### src/rtl/dma_stat_pkg.sv
package dma_stat_pkg;
  localparam int unsigned REG_W     = 32;
  localparam int unsigned NUM_FLAGS = 4;
  localparam int unsigned BIT_ERR   = 0;
  localparam int unsigned BIT_EOP   = 1;
  localparam int unsigned BIT_DESC  = 2;
  localparam int unsigned BIT_CHAIN = 3;
  localparam int unsigned BIT_BUSY  = NUM_FLAGS;
  localparam int unsigned USED_W    = NUM_FLAGS + 1;
endpackage

### src/rtl/dma_stat_flags.sv
module dma_stat_flags #(
  parameter int unsigned NF = 4
) (
  input  logic          clk,
  input  logic          rst_n,
  input  logic [NF-1:0] set_vec,
  input  logic [NF-1:0] clr_vec,
  output logic [NF-1:0] flag_q
);
  for (genvar i = 0; i < NF; i++) begin : g_flag
    always_ff @(posedge clk) begin
      if (!rst_n)
        flag_q[i] <= 1'b0;
      else if (set_vec[i])
        flag_q[i] <= 1'b1;          // set beats clear
      else if (clr_vec[i])
        flag_q[i] <= 1'b0;
    end
  end
endmodule

### src/rtl/dma_stat_busy.sv
module dma_stat_busy (
  input  logic clk,
  input  logic rst_n,
  input  logic run,
  input  logic stop_on_err,
  input  logic eng_idle,
  input  logic ev_err,
  input  logic ev_done,
  output logic busy_q
);
  logic run_d;
  logic err_pend;
  logic run_rise, err_hit, stop_now, fin_now;

  always_comb begin
    run_rise = run & ~run_d;
    err_hit  = stop_on_err & ev_err;
    stop_now = (err_pend | err_hit) & ev_done;
    fin_now  = eng_idle & ~run;
  end

  always_ff @(posedge clk) begin
    if (!rst_n) begin
      run_d    <= 1'b0;
      busy_q   <= 1'b0;
      err_pend <= 1'b0;
    end else begin
      run_d <= run;
      if (run_rise) begin
        busy_q   <= 1'b1;
        err_pend <= 1'b0;
      end else if (busy_q && (fin_now || stop_now)) begin
        busy_q   <= 1'b0;
        err_pend <= 1'b0;
      end else if (busy_q && err_hit) begin
        err_pend <= 1'b1;
      end
    end
  end
endmodule

### src/rtl/dma_stat_rdport.sv
module dma_stat_rdport #(
  parameter int unsigned DW = 32,
  parameter int unsigned UW = 5
) (
  input  logic          clk,
  input  logic          rst_n,
  input  logic          rd,
  input  logic [UW-1:0] word,
  output logic [DW-1:0] rdata
);
  localparam int unsigned PAD_W = DW - UW;

  always_ff @(posedge clk) begin
    if (!rst_n)
      rdata <= '0;
    else if (rd)
      rdata <= {{PAD_W{1'b0}}, word};
  end
endmodule

### src/rtl/dma_stat_tracker.sv
module dma_stat_tracker
  import dma_stat_pkg::*;
#(
  parameter bit STREAM_TO_MEM = 1'b1
) (
  input  logic             clk,
  input  logic             rst_n,
  input  logic             ev_stream_err,
  input  logic             ev_eop,
  input  logic             ev_desc_done,
  input  logic             ev_chain_done,
  input  logic             ctl_run,
  input  logic             ctl_stop_on_err,
  input  logic             eng_idle,
  input  logic             reg_wr,
  input  logic [REG_W-1:0] reg_wdata,
  input  logic             reg_rd,
  output logic [REG_W-1:0] reg_rdata
);
  logic [NUM_FLAGS-1:0] set_vec, clr_vec, flag_q;
  logic                 busy_q;
  logic [USED_W-1:0]    word;

  always_comb begin
    set_vec            = '0;
    set_vec[BIT_ERR]   = ev_stream_err;
    set_vec[BIT_EOP]   = ev_eop & STREAM_TO_MEM;
    set_vec[BIT_DESC]  = ev_desc_done;
    set_vec[BIT_CHAIN] = ev_chain_done;
    clr_vec = reg_wr ? reg_wdata[NUM_FLAGS-1:0] : '0;
    word    = {busy_q, flag_q};
  end

  dma_stat_flags #(.NF(NUM_FLAGS)) u_flags (
    .clk(clk), .rst_n(rst_n), .set_vec(set_vec), .clr_vec(clr_vec), .flag_q(flag_q)
  );

  dma_stat_busy u_busy (
    .clk(clk), .rst_n(rst_n), .run(ctl_run), .stop_on_err(ctl_stop_on_err),
    .eng_idle(eng_idle), .ev_err(ev_stream_err), .ev_done(ev_desc_done), .busy_q(busy_q)
  );

  dma_stat_rdport #(.DW(REG_W), .UW(USED_W)) u_rd (
    .clk(clk), .rst_n(rst_n), .rd(reg_rd), .word(word), .rdata(reg_rdata)
  );
endmodule

### config.mk
export PLATFORM = sky130hd
export DESIGN_NAME = dma_stat_tracker
export DESIGN_NICKNAME = d
export VERILOG_FILES = /design/src/rtl/dma_stat_pkg.sv /design/src/rtl/dma_stat_flags.sv /design/src/rtl/dma_stat_busy.sv /design/src/rtl/dma_stat_rdport.sv /design/src/rtl/dma_stat_tracker.sv
export SDC_FILE = /design/constraint.sdc
export NUM_CORES = 1
export LEC_CHECK = 0
export BUFFER_PORTS_ARGS = -buffer_cell sky130_fd_sc_hd__buf_2
export CORE_MARGIN = 4
export CORE_UTILIZATION = 37
export DETAILED_ROUTE_END_ITERATION = 8
export PLACE_DENSITY = 0.83
export SYNTH_ARGS = -nofsm -noshare
export SYNTH_HDL_FRONTEND = slang
export SYNTH_HIERARCHICAL = 1
export SYNTH_SLANG_ARGS = --single-unit
### constraint.sdc
create_clock -name clk -period 2.5 [get_ports clk]
set_clock_uncertainty 0.15 [all_clocks]
set_input_delay 0.5 -clock clk [delete_from_list [all_inputs] [get_ports clk]]
set_output_delay 0.5 -clock clk [all_outputs]
set_load 0.01 [all_outputs]
==> run_results.csv, run 1 <==
group,metric,value,unit
synthesis,netlist.area_leader.share,33.0,%
run_status,outcome,"finished clean",
synthesis,ys_warn_count,6,
route,wl_met2,532,µm
setup_path,cp_top_family,"flip-flops",
floorplanning,start_util,40.4,%
setup_path,critical_path_buf_inv_count,1,
floorplanning,dieArea,2740,µm²
global_routing,grt.total_usage,8.33,%
clocking,cts_root_buffer,"clkbuf_4",
final_layout,design_area,774,µm²
timing,max_freq,0.719,GHz
pwr,p_int,0.322,mW
synthesis,ys_seq_area_share,33.0,%
timing,rsz0062_at_grt,"no",
timing,min_period,1390,ps
setup_path,critPathRequiredTime,1850,ps
timing,tns,0,ps
route,met1_length,456,µm
route,ant_nets,0,
final_layout,area_growth,6.36,%
min_path,hold_path_class,"input port to flip-flop",
setup_path,arrival,740,ps
floorplanning,fp-row-count,15,
route,drcViolationCount,0,
synthesis,syn_avg_cell_area,9.58,µm²
synthesis,syn-cell-area,728,µm²
route,viasPerCell,3.68,
clocking,path_clk_slew,80,ps
clocking,cts.sinks,12,
final_layout,final_nets,141,
route,finalWirelength,1160,µm
clocking,numCtsBuffers,3,
global_routing,grt_start_max_net_pins,14,
final_layout,n_fill_cell,186,
route,highest_layer,"met4",
pwr,ir_worst_vdd,0.000192,V
setup_path,worstSetupEndpointType,"primary output",
floorplanning,die_y,52.4,µm
placement,dpl.hpwl,973,µm
pwr,combPwrFrac,16.7,%
setup_path,cp.depth,1,
pwr,p_switching,0.111,mW
setup_path,cp_max_fo,2,
clocking,cts_resized,0,
setup_path,cp-start-kind,"flip-flop",
pwr,power_leakage,0.398,nW
clocking,postCtsSetupBuffers,0,
setup_path,path_cells,"buf_2",
run,cap_violations,0,
setup_path,crit_type,"flip-flop to primary output",
clocking,cts_tree,"yes",
pwr,p_total,0.433,mW
timing,hold_ws,281,ps
setup_path,reg2reg_depth,3,
clocking,clock_latency,270,ps
final_layout,layout-drive-gt1-share,29.9,%
synthesis,synthTopCellsByArea,"dfxtp_1, buf_4, nor2b_4, mux2i_1, and2_1",
pwr,power_density,559,nW/µm²
setup_path,cpMaxStageDelayCell,"dfxtp_1",
clocking,cts_buffer_depth,2,
route,drtPass1Iterations,3,
clocking,htreeDepth,1,
pwr,clkPwrFrac,35.1,%
route,met3_length,143,µm
synthesis,yosys.area.top_type,"dfxtp_1",
floorplanning,top_level_ports,75,
floorplanning,core_area,1800,µm²
pwr,seqPwrFrac,48.2,%
global_routing,grt_antenna_before_repair,0,
pwr,p_sw_share,25.6,%
placement,io_buffers,19,
timing,maxSlewViolCount,0,
route,vias,449,
final_layout,diodes,0,
global_routing,grt_first_pass_wirelength,1610,µm
synthesis,synthCells,76,
placement,routabilityCongestion,0.677,
min_path,hold_depth,2,
timing,finalHoldViolations,0,
synthesis,ys_ff_latch,12,
timing,fin_crit_sh,55.6,%
setup_path,r2r_setup_slack,1490,ps
global_routing,grt_pass1_vias,404,
setup_path,critPathMaxStageDelay,340,ps
route,drt_iter0_markers,3,
final_layout,multi_input_area,364,µm²
final_layout,seqCellArea,240,µm²
floorplanning,dieWidth,52.4,µm
synthesis,ys_types,19,
clocking,cts_hold_buffers,0,
placement,placed_cell_area,738,µm²
route,wire_per_inst,9.51,µm
timing,finalSetupViolations,0,
global_routing,gr-total-overflow,0,
-- sequential cells by signal, indices dropped and copies added (netlist names) --
signal           flops
u_flags/flag_q       4
u_busy/err_pend      1
u_busy/run_d         1
u_rd/rdata           5
u_busy/busy_q        1
-- layout make-up --
| type | instances | area share, % |
|---|---|---|
| Clock buffer | 4 | 4.68 |
| Inverter | 2 | 0.969 |
| Multi-Input combinational cell | 60 | 47.0 |
| Sequential cell | 12 | 31.0 |
| Tap cell | 25 | 4.04 |
| Timing Repair Buffer | 19 | 12.3 |
-- power groups by stage --
stage	clock (mW)	sequential (mW)	combinational, mW
5_1_grt	0.162	0.210	0.0802
4_1_cts	0.157	0.208	0.0716
6_report	0.152	0.208	0.0723
3_3_place_gp	0	0.212	0.0689
3_5_place_dp	0	0.213	0.0714
2_1_floorplan	0	0.214	0.0810
-- kinds of logic after synthesis --
| logic type | count (synthesis) | share of synthesized area, % |
|---|---|---|
| mux | 5 | 6.87 |
| buf+inv | 30 | 30.4 |
| other cells | 1 | 0.515 |
| flops | 12 | 33.0 |
| compound gates | 9 | 8.59 |
| simple gates | 19 | 20.6 |
-- path summary, 6_finish.rpt --
path	start	to
max	u_rd/rdata[1]$_SDFFE_PN0P_	reg_rdata[1]
min	ev_desc_done	u_busy/busy_q$_SDFFE_PN0P_
max reg2reg	u_busy/run_d$_SDFF_PN0_	u_busy/err_pend$_SDFFE_PP0P_
min reg2reg	u_flags/flag_q[2]$_SDFFE_PN0P_	u_rd/rdata[2]$_SDFFE_PN0P_
-- stage by stage --
| stage | setup slack, ps | utilization (%) | std cells |
|---|---|---|---|
| final | 1110 | 43.0 | 122 |
| after global routing | 1070 | 43.0 | 122 |
| after CTS | 1090 | 43.0 | 122 |
| after detailed placement | 1210 | 41.0 | 118 |
| after global placement | 1260 | 41.0 | 118 |
| after floorplan | 1380 | - | 102 |
-- metal layers --
metal	global-route usage, %	up-vias
met5	0	-
met4	8.94	0
met3	1.42	2
met2	13.2	29
met1	8.78	189
li1	-	229
-- cells in the mapped netlist, drive strengths merged --
| cell | n |
|---|---|
| buf | 28 |
| nor2b | 10 |
| o22ai | 1 |
| o21a | 4 |
| and2 | 5 |
| and3 | 1 |
| a21boi | 1 |
| nand2 | 1 |
| inv | 2 |
| nand3b | 1 |
| mux2i | 5 |
| o21ai | 1 |
| dfxtp | 12 |
| a21oi | 2 |
| conb | 1 |
| nand2b | 1 |
-- cells in the final DEF (no fill, tap or decap) --
cell type / count
a21boi_2: 1
a21oi_1: 2
and2_1: 5
and3_1: 1
buf_2: 19
clkbuf_4: 3
clkbuf_8: 1
conb_1: 27
dfxtp_1: 12
inv_1: 2
mux2i_1: 5
nand2_1: 1
nand2b_1: 1
nand3b_1: 1
nor2b_1: 5
nor2b_2: 1
nor2b_4: 4
o21a_1: 4
o21ai_1: 1
o22ai_1: 1
Power figures use the tool's default switching activity.
==> run 2, diff against run 1 <==
CORE_UTILIZATION = 34   (was 37)
PLACE_DENSITY = 0.77   (was 0.83)
clock period = 1.3 ns   (was 2.5 ns; I/O delays follow)
==> run 2 against run 1 <==
Effect of this change: die area is 7.4% higher; via count is 4.9% higher; sequential share of layout area shrank 0.10 points; critical path type unchanged.
==> run_results.csv, run 2 (synthesis results as in run 1) <==
group,metric,value,unit
run_status,outcome,"finished clean",
clocking,cts_buffer_depth,2,
global_routing,grt_start_max_net_pins,14,
min_path,hold_start,"ev_desc_done",
pwr,p_sw_share,25.5,%
setup_path,crit-reg2reg-launch,"u_busy/run_d$_SDFF_PN0_",
final_layout,area_growth,6.70,%
pwr,clkPwrFrac,34.9,%
route,ant_nets,0,
final_layout,final_nets,141,
clocking,htreeDepth,1,
global_routing,grt_first_pass_wirelength,1660,µm
global_routing,gr-total-overflow,0,
floorplanning,core_area,2000,µm²
timing,rsz0062_at_grt,"no",
setup_path,cp-start-kind,"flip-flop",
route,finalWirelength,1150,µm
clocking,cts_hold_buffers,0,
global_routing,grt_pass1_vias,409,
final_layout,design_area,777,µm²
min_path,hold_end,"u_busy/busy_q$_SDFFE_PN0P_",
clocking,cts.sinks,12,
pwr,p_int,0.619,mW
clocking,cts_root_buffer,"clkbuf_4",
route,vias,471,
pwr,p_total,0.831,mW
clocking,cts_resized,0,
setup_path,arrival,750,ps
route,drtPass1Iterations,4,
clocking,postCtsSetupBuffers,0,
setup_path,timing.rr.end,"u_busy/err_pend$_SDFFE_PP0P_",
pwr,ir_worst_vdd,0.000357,V
final_layout,stdcell_count,124,
pwr,power_density,1070,nW/µm²
placement,io_buffers,19,
setup_path,critPathRequiredTime,890,ps
placement,dp_slack,280,ps
final_layout,largest_register_ffs,5,
clocking,path_clk_slew,70,ps
final_layout,diodes,0,
timing,finalWorstSetupSlack,143,ps
pwr,p_switching,0.212,mW
floorplanning,dieWidth,54.3,µm
setup_path,cp_top_family,"flip-flops",
setup_path,crit_type,"flip-flop to primary output",
floorplanning,die_y,54.3,µm
placement,placed_cell_area,741,µm²
timing,min_period,1160,ps
setup_path,path_cells,"buf_2",
route,wire_per_inst,9.28,µm
setup_path,cp_max_fo,2,
final_layout,most-common-layout-cells,"conb_1, buf_2, dfxtp_1",
setup_path,critical_path_buf_inv_count,1,
timing,finalHoldViolations,0,
clocking,clock_latency,270,ps
timing,maxSlewViolCount,0,
floorplanning,dieArea,2950,µm²
final_layout,largest_register,"u_rd/rdata",
setup_path,cpMaxStageDelayCell,"dfxtp_1",
route,drcViolationCount,0,
pwr,power_leakage,0.398,nW
final_layout,layout-drive-gt1-share,29.9,%
timing,finalSetupViolations,0,
global_routing,grt.total_usage,8.05,%
setup_path,critPathMaxStageDelay,340,ps
placement,dpl.hpwl,964,µm
pwr,seqPwrFrac,48.3,%
route,drt_iter0_markers,19,
timing,max_freq,0.864,GHz
floorplanning,start_util,36.4,%
setup_path,r2r_setup_slack,310,ps
floorplanning,top_level_ports,75,
global_routing,grt_antenna_before_repair,0,
timing,hold_ws,45.4,ps
placement,dp.cells,120,
final_layout,layout_commonest_cell,"conb_1",
pwr,combPwrFrac,16.8,%
final_layout,largestRegisters,"u_rd/rdata x5, u_flags/flag_q x4",
setup_path,worstSetupEndpointType,"primary output",
placement,routabilityCongestion,0.661,
min_path,hold_depth,2,
final_layout,fin_util,38.8,%
timing,tns,0,ps
clocking,cts_tree,"yes",
setup_path,reg2reg_depth,3,
clocking,numCtsBuffers,3,
route,viasPerCell,3.80,
timing,fin_crit_sh,89.0,%
min_path,hold_path_class,"input port to flip-flop",
run,cap_violations,0,
floorplanning,fp-row-count,16,
## run 2: cell counts in the layout (fill, tap and decap cells not counted)
No cell type changed its count.
## run 2: power groups by stage
stage | clock network, mW | registers [mW] | logic, mW
global placement | 0 | 0.409 | 0.133
global route | 0.319 | 0.404 | 0.155
finish | 0.290 | 0.401 | 0.139
floorplan | 0 | 0.411 | 0.156
CTS | 0.305 | 0.401 | 0.138
detailed placement | 0 | 0.410 | 0.138
## run 2: how the worst max path moves through the flow
stage	depth (start not counted)	endpoint	slack [ps]	startpoint
after floorplan	3	u_busy/err_pend$_SDFFE_PP0P_	410	u_busy/err_pend$_SDFFE_PP0P_
after global placement	4	u_busy/err_pend$_SDFFE_PP0P_	310	ctl_stop_on_err
after detailed placement	4	u_busy/busy_q$_SDFFE_PN0P_	280	rst_n
after CTS	1	reg_rdata[0]	130	u_rd/rdata[0]$_SDFFE_PN0P_
after global routing	1	reg_rdata[0]	90	u_rd/rdata[0]$_SDFFE_PN0P_
final	1	reg_rdata[0]	140	u_rd/rdata[0]$_SDFFE_PN0P_
## run 2: cell type report
class / count / area [µm²]
repair buffers: 19 / 95.1
well taps: 27 / 33.8
inverters: 2 / 7.51
flip-flops and latches: 12 / 240
clock buffers: 4 / 36.3
fillers: 205 / 1220
multi-input cells: 60 / 364
## run 2: per-layer routing
metal  vias to the layer above  part of all wire [%]  wire length [µm]  GRT usage [%]
met1                       205                    36               414           8.93
met2                        33                    47               546           12.0
met4                         0                   1.7                19           8.71
met5                         -                     0                 0              0
li1                        231                     -                 -              -
met3                         2                    15               171           1.91
==> run 3, diff against run 2 <==
CORE_MARGIN = 10   (was 4)
==> run 3 against run 2 <==
Effect of this change: sequential share of layout area is the same; flip-flop and latch count is the same; clock power shrank 1%; first-iteration DRC count shrank 95%; critical path depth is the same; routed wire length grew 30%; register-to-register slack lost 30 ps.
==> run_results.csv, run 3 (synthesis results as in run 1) <==
group,metric,value,unit
setup_path,arrival,730,ps
setup_path,cp_max_fo,2,
timing,max_freq,0.875,GHz
clocking,htreeDepth,1,
timing,rsz0062_at_grt,"no",
route,ant_nets,0,
final_layout,most-common-layout-cells,"conb_1, buf_2, dfxtp_1",
placement,dpl.hpwl,1330,µm
final_layout,layout_commonest_cell,"conb_1",
final_layout,area_growth,6.70,%
timing,finalSetupViolations,0,
final_layout,stdcell_count,124,
timing,hold_ws,50.3,ps
clocking,path_clk_slew,70,ps
clocking,cts_hold_buffers,0,
floorplanning,dieWidth,66.3,µm
global_routing,grt_pass1_vias,524,
floorplanning,fp-row-count,16,
pwr,p_total,0.830,mW
timing,min_period,1140,ps
floorplanning,dieArea,4390,µm²
final_layout,final_nets,141,
clocking,cts_tree,"yes",
clocking,cts_buffer_depth,2,
route,drcViolationCount,0,
setup_path,critical_path_buf_inv_count,1,
route,vias,466,
final_layout,n_fill_cell,223,
placement,placed_cell_area,741,µm²
route,drtPass1Iterations,2,
timing,fin_crit_sh,87.9,%
route,drt_iter0_markers,1,
final_layout,largest_register_ffs,5,
pwr,ir_worst_vdd,0.000521,V
setup_path,cpMaxStageDelayCell,"dfxtp_1",
final_layout,design_area,777,µm²
setup_path,worstSetupEndpointType,"primary output",
global_routing,grt_first_pass_wirelength,2320,µm
global_routing,grt.total_usage,6.82,%
floorplanning,die_y,66.3,µm
pwr,power_leakage,0.398,nW
run_status,outcome,"finished clean",
setup_path,critPathRequiredTime,890,ps
placement,dp.cells,120,
route,finalWirelength,1500,µm
final_layout,largestRegisters,"u_rd/rdata x5, u_flags/flag_q x4",
final_layout,largest_register,"u_rd/rdata",
floorplanning,core_area,2000,µm²
clocking,cts.sinks,12,
route,wire_per_inst,12.1,µm
timing,finalHoldViolations,0,
run,cap_violations,0,
clocking,cts_root_buffer,"clkbuf_4",
pwr,power_density,1070,nW/µm²
floorplanning,start_util,36.4,%
min_path,hold_path_class,"input port to flip-flop",
route,viasPerCell,3.76,
setup_path,critPathMaxStageDelay,340,ps
floorplanning,top_level_ports,75,
setup_path,cp_top_family,"flip-flops",
setup_path,crit_start,"u_rd/rdata[3]$_SDFFE_PN0P_",
placement,io_buffers,19,
clocking,numCtsBuffers,3,
setup_path,crit_type,"flip-flop to primary output",
timing,maxSlewViolCount,0,
placement,routabilityCongestion,0.639,
setup_path,cp-start-kind,"flip-flop",
final_layout,layout-drive-gt1-share,29.9,%
global_routing,grt_antenna_before_repair,0,
timing,tns,0,ps
setup_path,path_cells,"buf_2",
clocking,postCtsSetupBuffers,0,
global_routing,grt_start_max_net_pins,14,
clocking,clock_latency,260,ps
setup_path,crit-reg2reg-launch,"u_busy/run_d$_SDFF_PN0_",
global_routing,gr-total-overflow,0,
final_layout,diodes,0,
min_path,hold_start,"ev_desc_done",
clocking,cts_resized,0,
[run 3: cell counts in the layout (fill, tap and decap cells not counted)]
Identical to the previous run, type by type.
[run 3: power breakdown]
group | switching [mW] | internal, mW
Combinational | 0.0819 | 0.0602
Clock | 0.116 | 0.170
Sequential | 0.0129 | 0.389
Total | 0.211 | 0.619
[run 3: layer usage]
metal / vias up / routed length [µm] / GRT usage (%)
li1: 233 / - / -
met1: 202 / 552 / 6.23
met2: 29 / 710 / 11.2
met3: 2 / 210 / 3.90
met4: 0 / 27 / 4.71
met5: - / 0 / 0
[run 3: final timing paths]
check | endpoint | slack (ps) | depth (start not counted)
max | reg_rdata[3] | 160 | 1
min | u_busy/busy_q$_SDFFE_PN0P_ | 50 | 2
max reg2reg | u_busy/err_pend$_SDFFE_PP0P_ | 280 | 3
min reg2reg | u_rd/rdata[1]$_SDFFE_PN0P_ | 370 | 2
[run 3: per-stage QoR]
| step | setup slack (ps) | utilization (%) |
|---|---|---|
| global placement | 303 | 37.0 |
| global route | 70.5 | 38.8 |
| CTS | 137 | 38.8 |
| finish | 157 | 38.8 |
| floorplan | 412 | - |
| detailed placement | 261 | 37.0 |
[run 3: worst reg2reg max path, cell delays in order (launching register included)]
cell,delay (ps)
dfxtp_1,340
inv_1,40
a21oi_1,250
and3_1,190
[run 3: cell type report]
cell class                      instances  area [µm²]  share of cell area, %
Sequential cell                        12         240                   30.9
Clock buffer                            4        36.3                   4.67
Inverter                                2        7.51                  0.966
Timing Repair Buffer                   19        95.1                   12.2
Tap cell                               27        33.8                   4.35
Multi-Input combinational cell         60         364                   46.9
